--- src/rtl/rtc_rate_pkg.sv ---
package rtc_rate_pkg;

   typedef enum logic [1:0] {
      OSC_STOP = 2'd0,
      OSC_HOLD = 2'd1,
      OSC_RUN  = 2'd2
   } osc_mode_e;

   // Bits [2:1] decide the mode; bit 0 is don't-care
   function automatic osc_mode_e osc_decode(input logic [2:0] code);
      case (code[2:1])
         2'b01:   return OSC_RUN;
         2'b11:   return OSC_HOLD;
         default: return OSC_STOP;
      endcase
   endfunction

   // Rate code to divider stage index
   function automatic logic [3:0] rate_stage(input logic [3:0] code);
      case (code)
         4'd0:    return 4'd0;
         4'd1:    return 4'd6;
         4'd2:    return 4'd7;
         4'd3:    return 4'd1;
         4'd4:    return 4'd2;
         default: return code - 4'd2;
      endcase
   endfunction

endpackage

--- src/rtl/rtc_divider.sv ---
module rtc_divider
   import rtc_rate_pkg::*;
#(
   parameter int DIV_W = 14
) (
   input  logic             clk,
   input  logic             rst_n,
   input  logic             tick,
   input  osc_mode_e        mode,
   output logic [DIV_W-1:0] cnt,
   output logic             run
);

   assign run = (mode == OSC_RUN);

   // Held or stopped clears the chain so a restart begins from zero
   always_ff @(posedge clk or negedge rst_n) begin
      if (!rst_n)      cnt <= '0;
      else if (!run)   cnt <= '0;
      else if (tick)   cnt <= cnt + DIV_W'(1);
   end

endmodule

--- src/rtl/rtc_tap_sel.sv ---
module rtc_tap_sel
   import rtc_rate_pkg::*;
#(
   parameter int DIV_W = 14
) (
   input  logic [DIV_W-1:0] cnt,
   input  logic             tick,
   input  logic             run,
   input  logic [3:0]       rate,
   output logic             tap_lvl,
   output logic             pf_pulse
);

   localparam int IDX_W = $clog2(DIV_W);

   logic [DIV_W-1:0] wrap;
   logic [IDX_W-1:0] idx;
   logic             active;

   // wrap[k]: stage k is about to complete a full period on the next tick
   for (genvar k = 0; k < DIV_W; k++) begin : g_wrap
      assign wrap[k] = &cnt[k:0];
   end

   assign idx      = IDX_W'(rate_stage(rate));
   assign active   = run && (rate != 4'd0);
   assign tap_lvl  = active && cnt[idx];
   assign pf_pulse = active && tick && wrap[idx];

endmodule

--- src/rtl/rtc_irq_merge.sv ---
module rtc_irq_merge #(
   parameter int NUM_SRC = 6
) (
   input  logic               clk,
   input  logic               rst_n,
   input  logic [NUM_SRC-1:0] set_req,
   input  logic [NUM_SRC-1:0] enable,
   input  logic               clr,
   output logic [NUM_SRC-1:0] flag_q,
   output logic               any_q
);

   for (genvar i = 0; i < NUM_SRC; i++) begin : g_flag
      // Set beats clear so an event on the clearing cycle is kept
      always_ff @(posedge clk or negedge rst_n) begin
         if (!rst_n)          flag_q[i] <= 1'b0;
         else if (set_req[i]) flag_q[i] <= 1'b1;
         else if (clr)        flag_q[i] <= 1'b0;
      end
   end

   assign any_q = |(flag_q & enable);

endmodule

--- src/rtl/rtc_rate_unit.sv ---
module rtc_rate_unit
   import rtc_rate_pkg::*;
#(
   parameter int DIV_W   = 14,
   parameter int NUM_EXT = 5
) (
   input  logic               clk,
   input  logic               rst_n,
   input  logic               tick_32k,
   input  logic               cfg_we,
   input  logic [2:0]         cfg_osc,
   input  logic [3:0]         cfg_rate,
   input  logic               cfg_sq_en,
   input  logic               cfg_raw_en,
   input  logic               cfg_pi_en,
   input  logic [NUM_EXT-1:0] cfg_src_en,
   input  logic [NUM_EXT-1:0] src_set,
   input  logic               flag_clr,
   output logic               sqw,
   output logic               irq_n,
   output logic               irq_any,
   output logic [NUM_EXT:0]   flags
);

   localparam int NUM_SRC = NUM_EXT + 1;

   if (DIV_W < 14) begin : g_bad_div
      $error("DIV_W must cover the slowest stage (>= 14)");
   end
   if (NUM_EXT < 1) begin : g_bad_ext
      $error("NUM_EXT must be at least 1");
   end

   logic [2:0]         osc_q;
   logic [3:0]         rate_q;
   logic               sq_en_q;
   logic               raw_en_q;
   logic               pie_q;
   logic [NUM_EXT-1:0] src_en_q;

   always_ff @(posedge clk or negedge rst_n) begin
      if (!rst_n) begin
         osc_q    <= 3'b000;
         rate_q   <= 4'd0;
         sq_en_q  <= 1'b0;
         raw_en_q <= 1'b0;
         pie_q    <= 1'b0;
         src_en_q <= '0;
      end else if (cfg_we) begin
         osc_q    <= cfg_osc;
         rate_q   <= cfg_rate;
         sq_en_q  <= cfg_sq_en;
         raw_en_q <= cfg_raw_en;
         pie_q    <= cfg_pi_en;
         src_en_q <= cfg_src_en;
      end
   end

   osc_mode_e        mode;
   logic [DIV_W-1:0] cnt;
   logic             run;
   logic             tap_lvl;
   logic             pf_pulse;
   logic             any_q;

   assign mode = osc_decode(osc_q);

   rtc_divider #(.DIV_W(DIV_W)) u_div (
      .clk   (clk),
      .rst_n (rst_n),
      .tick  (tick_32k),
      .mode  (mode),
      .cnt   (cnt),
      .run   (run)
   );

   rtc_tap_sel #(.DIV_W(DIV_W)) u_tap (
      .cnt      (cnt),
      .tick     (tick_32k),
      .run      (run),
      .rate     (rate_q),
      .tap_lvl  (tap_lvl),
      .pf_pulse (pf_pulse)
   );

   rtc_irq_merge #(.NUM_SRC(NUM_SRC)) u_irq (
      .clk     (clk),
      .rst_n   (rst_n),
      .set_req ({src_set, pf_pulse}),
      .enable  ({src_en_q, pie_q}),
      .clr     (flag_clr),
      .flag_q  (flags),
      .any_q   (any_q)
   );

   // Raw override outranks enable and rate; nothing leaves a stopped chain
   assign sqw     = run && (raw_en_q ? tick_32k : (sq_en_q && tap_lvl));
   assign irq_any = any_q;
   assign irq_n   = ~any_q;

endmodule

--- config.mk ---
export PLATFORM = sky130hd
export DESIGN_NAME = rtc_rate_unit
export DESIGN_NICKNAME = d
export VERILOG_FILES = /design/src/rtl/rtc_rate_pkg.sv /design/src/rtl/rtc_divider.sv /design/src/rtl/rtc_tap_sel.sv /design/src/rtl/rtc_irq_merge.sv /design/src/rtl/rtc_rate_unit.sv
export SDC_FILE = /design/constraint.sdc
export NUM_CORES = 1
export LEC_CHECK = 0
export CAP_MARGIN = 20
export CORE_MARGIN = 2
export CORE_UTILIZATION = 48
export CTS_CLUSTER_DIAMETER = 120
export DETAILED_ROUTE_END_ITERATION = 10
export HOLD_SLACK_MARGIN = 0.12
export MAX_ROUTING_LAYER = met4
export PLACE_DENSITY_LB_ADDON = 0.2
export SLEW_MARGIN = 5
export SYNTH_ARGS = -nofsm -noshare
export SYNTH_HDL_FRONTEND = slang
export SYNTH_HIERARCHICAL = 1
export SYNTH_SLANG_ARGS = --single-unit
--- constraint.sdc ---
create_clock -name clk -period 2.33 [get_ports clk]
set_clock_uncertainty 0.2 [all_clocks]
set_input_delay 0.5825 -clock clk [delete_from_list [all_inputs] [get_ports clk]]
set_output_delay 0.5825 -clock clk [all_outputs]
set_load 0.01 [all_outputs]
==> impl_metrics.toml, run 1 <==
[outcome]
status = "finished, violations left"
violations = "setup timing"

[power_and_ir_drop]
sw_frac_of_total_pct = 29.3
clockPowerShare_pct = 27.7
pwr-share-seq_pct = 44.4
p_switching_uw = 433
comb_power_share_pct = 27.9
p_per_area_nw_per_um2 = 506
irDropWorstVdd_uv = 376
p_int_uw = 1040
p_leak_uw = 0.00124

[grt]
grt_util_all_layers_pct = 25.1
grt_pass1_vias = 1964
grt_max_degree = 35
grt_pass1_wl_um = 9470
antenna_found_initial = 0
gr-total-overflow = 0

[critical_path]
cp-end-kind = "output pin"
ff2ff_setup_slack_ps = -10
cp.required_ps = 1550
startpoint_type = "flip-flop"
critPathMaxFanout = 6
ff2ff_path_depth = 9
slowest_stage = "dfrtp_2"
crit_type = "reg -> out"
path_cells = "or2_4, mux2_4, nand3_1, a31oi_1, o32a_1, nand4b_1, nand2_1, buf_6"
max_stage_delay_ps = 440
worstPathArrival_ps = 2130

[sta]
finalCriticalPeriod_ps = 2910
slew_headroom_pct = 75.1
tightestPinTransition_ps = 370
setup_violations = 2
final_max_slew_viol_count = 0
timing.fmax_mhz = 343
fin_ws_ps = -583
finalHoldViolations = 0
finalCritPeriodShare_pct = 125
rsz0062_at_grt = "yes"

[die]
die_width_um = 69.8
boundaryPins = 34
core_sq_um = 4090
start_util_pct = 50.9
die_y_um = 69.8
rows = 23
fp.dieArea_sq_um = 4870

[clock_tree]
root_buffer = "clkbuf_8"
cts_made_buffers = 5
cts_sinks = 34
clk_pin_slew_ps = 70
clock_latency_ps = 290
cts_tree = "built"
clockBufferDepth = 2
htreeDepth = 2

[synthesis]
netlist_instances = 212
synthesis.area_sq_um = 2080
syn_nets = 240
synth_area_leader_cell = "dfrtp_1"
synth_area_leaders = "dfrtp_1 (41%), mux2_2 (7.6%), mux2i_1 (3.4%)"
async_flop_share_pct = 100
synth_seq_cells = 34
yosysWarnings = 6
synth_top_flop_cell = "dfrtp_1"
synth_top_area_share_pct = 40.9
synth.distinct_cells = 53
syn_avg_cell_area_sq_um = 9.80
synth_edf_count = 0
ys_seq_area_share_pct = 40.9

[layout]
antenna_cells = 0
nNetsFinal = 314
utilization_pct = 71.5
area_delta_synth_final_pct = 40.5
fillers = 324
drive_gt1_share_pct = 32.5
stdcell_count = 336

[route]
ant_nets = 0
via_per_inst = 6.06
drtIter0Drc = 210
first_pass_iters = 5
vias = 2036
routed_wl_um = 5900
drcViolationCount = 0
routedWlPerCell_um = 17.6

[place]
numPlacedInstances = 326
place_hpwl_um = 4190
place.gp.congestion = 0.992
io_buffer_count = 32

[hold_path]
hp-class = "reg -> reg"
hold_depth = 1

[job]
maxCapViolations = 0
[stage by stage]
step	setup TNS [ps]	setup slack (ps)	cell area, sq um	hold WS, ps	total power, uW
floorplan	-170	-170	2110	86.9	855
global placement	-687	-660	2740	288	1030
detailed placement	-784	-731	2740	294	1030
CTS	-580	-580	2870	309	1460
global route	-665	-650	2920	332	1540
finish	-597	-583	2920	306	1480
[kinds of logic (layout without fill, tap and decap cells)]
family	count (synthesis)	count (layout)	share of synthesized area (%)
and+or+nand+nor	73	73	19.4
DFF	34	34	40.9
xor gates and xnor gates	4	4	1.69
muxes	23	23	12.0
adders and majority gates	3	3	1.81
AOI/OAI and AO/OA	57	57	19.8
buffers and inverters	18	92	4.27
[cells in the mapped netlist (all sizes together), types with 2 or more instances]
| cell | count |
|---|---|
| a211oi | 3 |
| a21o | 6 |
| a21oi | 10 |
| a22oi | 4 |
| a31oi | 5 |
| and2 | 3 |
| and3 | 2 |
| buf | 8 |
| dfrtp | 34 |
| ha | 3 |
| inv | 9 |
| mux2 | 16 |
| mux2i | 7 |
| nand2 | 13 |
| nand2b | 4 |
| nand3 | 11 |
| nand4 | 7 |
| nor2 | 11 |
| nor3 | 4 |
| nor4 | 5 |
| o2111ai | 2 |
| o211ai | 2 |
| o21a | 3 |
| o21ai | 6 |
| o21bai | 2 |
| o22ai | 3 |
| o31ai | 4 |
| or2 | 2 |
| or3 | 4 |
| or4 | 4 |
| xor2 | 3 |
[registers in the layout (all words and copies together) (netlist names)]
name          cells
osc_q             2
pie_q             1
rate_q            4
raw_en_q          1
sq_en_q           1
src_en_q          5
u_div/cnt        14
u_irq/flag_q      6
[metal layers]
layer / GRT usage [%] / routed length, um
met5: - / 0
met4: 7.69 / 88
met3: 3.92 / 422
met2: 38.7 / 2780
met1: 34.1 / 2610
[power by group through the flow]
stage / Sequential (uW) / Clock (uW) / Combinational, uW
finish: 656 / 410 / 412
global route: 659 / 442 / 440
CTS: 654 / 418 / 387
detailed placement: 662 / 0 / 372
global placement: 660 / 0 / 366
floorplan: 663 / 0 / 192
[repair_timing]
item                                    in CTS  in global routing
buffers inserted                             2                  1
gates resized for setup                     14                 11
endpoints found under the setup margin       3                  3
hold buffers                                 0                  0
pin swaps                                    4                  3
[final timing paths]
| kind | from | endpoint |
|---|---|---|
| max | rate_q[2] | sqw |
| min | u_irq/flag_q[5] | u_irq/flag_q[5] |
| max reg2reg | rate_q[3] | u_irq/flag_q[0] |
| min reg2reg | u_irq/flag_q[5] | u_irq/flag_q[5] |
| max in group asynchronous | rst_n | rate_q[3] |
| min in group asynchronous | rst_n | u_div/cnt[11] |
[worst max-delay path, delay by kind of cell, from the launching register on]
kind / cells / cell delay (ps)
AND/OR/NAND/NOR: 4 / 540
buffers and inverters: 1 / 130
multiplexers: 1 / 310
AO/OA/AOI/OAI: 2 / 440
flip-flops: 1 / 440
[cell usage in the layout, fill, tap and decap left out, types with 3 or more instances in the layout]
master            n
or4_1             4
nor4_1            3
xor2_1            3
a21oi_1           9
clkbuf_8          5
nand4_1           6
buf_6             3
nor2_1           10
nand3_1          10
dfrtp_1          31
a21o_1            4
and2_1            3
dfrtp_2           3
nand2b_1          4
o21ai_0           3
o21a_1            3
clkdlybuf4s50_1  29
nor3_1            4
o31ai_1           4
buf_4            41
nand2_1          13
mux2_2           14
a31oi_1           5
inv_1             7
mux2i_1           7
[layout make-up]
cell class / instances / area [sq um] / share of cell area, %
multi-input combinational: 160 / 1220 / 41.7
clock inverter: 2 / 10.0 / 0.343
clock buffer: 5 / 68.8 / 2.36
sequential: 34 / 855 / 29.3
inverter: 9 / 33.8 / 1.16
tap: 50 / 62.6 / 2.14
timing repair buffer: 76 / 673 / 23.1
Note: power is estimated with default switching activity, not from simulation.
==> run 2, diff against run 1 <==
TNS_END_PERCENT = 1   (was unset)
==> run 2 against run 1 <==
Net effect: critical endpoint unchanged; the flow still finishes with violations (setup timing); sequential power about the same; global-route usage decreased by 0.063 points; critical path depth unchanged; worst setup slack got worse by 3.9 ps; clock power about the same; design area decreased by 0.90%; total power decreased by 0.55%; cell count decreased by 0.60%.
==> impl_metrics.toml, run 2 (same netlist as run 1, synthesis figures left out) <==
[hold_path]
min-delay-start = "u_irq/flag_q[5]"
hp-class = "reg -> reg"

[route]
drcViolationCount = 0
via_per_inst = 6.00
routed_wl_um = 5870
ant_nets = 0
drtIter0Drc = 218
vias = 2003
first_pass_iters = 7
routedWlPerCell_um = 17.6

[layout]
largest_register = "u_div/cnt"
reg_top3 = "u_div/cnt: 14 flops, u_irq/flag_q: 6 flops, src_en_q: 5 flops"
mostFrequentLayoutCells = "buf_4 (40), dfrtp_1 (31), clkdlybuf4s50_1 (29), mux2_2 (14), nand2_1 (13)"
area_delta_synth_final_pct = 39.3
utilization_pct = 70.8
drive_gt1_share_pct = 31.7
antenna_cells = 0
nNetsFinal = 312
largest_register_ffs = 14
layout_commonest_cell = "buf_4"
final_area_sq_um = 2890

[die]
boundaryPins = 34
die_width_um = 69.8
rows = 23
fp.dieArea_sq_um = 4870
die_y_um = 69.8
core_sq_um = 4090
start_util_pct = 50.9

[power_and_ir_drop]
irDropWorstVdd_uv = 376
p_per_area_nw_per_um2 = 508
p_leak_uw = 0.00122

[sta]
finalCriticalPeriod_ps = 2920
slew_headroom_pct = 74.4
timing.fmax_mhz = 343
tightestPinTransition_ps = 380
final_max_slew_viol_count = 0
rsz0062_at_grt = "yes"
finalCritPeriodShare_pct = 125
finalSetupTns_ps = -587
fin_ws_ps = -587
setup_violations = 2
finalHoldViolations = 0
whs_ps = 306

[critical_path]
path_cells = "or2_4, mux2_4, nand3_1, a31oi_1, o32a_1, nand4b_1, nand2_1, buf_6"
slowest_stage = "dfrtp_2"
crit_start = "rate_q[2]"
crit_type = "reg -> out"
startpoint_type = "flip-flop"
r2r-start = "rate_q[1]"
worstPathArrival_ps = 2130
max_stage_delay_ps = 440
cp-end-kind = "output pin"
cp.required_ps = 1550
critPathMaxFanout = 6

[place]
place.gp.congestion = 0.992
dp_slack_ps = -731
io_buffer_count = 32
placed_cell_area_sq_um = 2740
place_hpwl_um = 4190

[clock_tree]
cts_sinks = 34
cts_tree = "built"
root_buffer = "clkbuf_8"
clock_latency_ps = 290
cts_made_buffers = 5
clk_pin_slew_ps = 70
htreeDepth = 2
clockBufferDepth = 2

[grt]
antenna_found_initial = 0
grt_util_all_layers_pct = 25.0
grt_pass1_vias = 1960
use_met2_pct = 38.6
grt_max_degree = 35
top_usage_layer = "met2"
met1_usage_pct = 34.0
gr-total-overflow = 0
grt_pass1_wl_um = 9450
grt.met3_usage_pct = 3.92

[outcome]
status = "finished, violations left"
violations = "setup timing"

[job]
maxCapViolations = 0
run 2: cell types whose count changed in the layout (fill, tap and decap cells not counted):
cell	change
nor2_4	-1
buf_6	-1
buf_4	-1
nor2_1	+1
run 2: area by class of cell:
class                           count  area [sq um]
Multi-Input combinational cell    160          1210
Tap cell                           50          62.6
Timing Repair Buffer               74           654
Clock buffer                        5          68.8
Sequential cell                    34           855
Fill cell                         325          1190
Clock inverter                      2          10.0
Inverter                            9          33.8
run 2: report_power, final:
part	internal, uW	switching, uW
Combinational	214	188
Sequential	625	31.0
Clock	200	211
Total	1040	430
run 2: routing by layer:
| metal | vias up | part of all wire, % |
|---|---|---|
| li1 | 945 | - |
| met1 | 986 | 46 |
| met2 | 68 | 48 |
| met4 | 0 | 0.61 |
| met3 | 4 | 6.1 |
| met5 | - | 0 |
run 2: per-stage QoR:
| stage | power (uW) | std cells |
|---|---|---|
| CTS | 1460 | 334 |
| finish | 1470 | 334 |
| floorplan | 855 | 212 |
| global route | 1530 | 334 |
| detailed placement | 1030 | 326 |
| global placement | 1030 | 326 |
run 2: worst max-delay path: cells and delay by family (launching register included):
| family | cells | cell delay (ps) |
|---|---|---|
| and+or+nand+nor | 4 | 540 |
| DFF | 1 | 440 |
| buffers and inverters | 1 | 130 |
| muxes | 1 | 310 |
| AOI/OAI and AO/OA | 2 | 430 |
run 2: worst paths after layout:
kind / endpoint / slack (ps) / cells past startpoint
setup / recovery: sqw / -590 / 8
hold / removal: u_irq/flag_q[5] / 310 / 1
setup reg to reg: u_irq/flag_q[0] / 0 / 8
hold reg to reg: u_irq/flag_q[5] / 310 / 1
max in group asynchronous: rate_q[1] / 1280 / 2
min in group asynchronous: u_div/cnt[11] / 450 / 2
run 2: what timing repair did:
action,4_1_cts,5_1_grt
pin swaps,4,1
setup endpoints to repair,3,3
hold buffers,0,0
gates resized for setup,14,8
setup buffers,1,0
==> run 3, diff against run 2 <==
CTS_CLUSTER_SIZE = 14   (was unset)
==> results of run 3 <==
Final layout, timing and power as in run 2 (identical DEF).
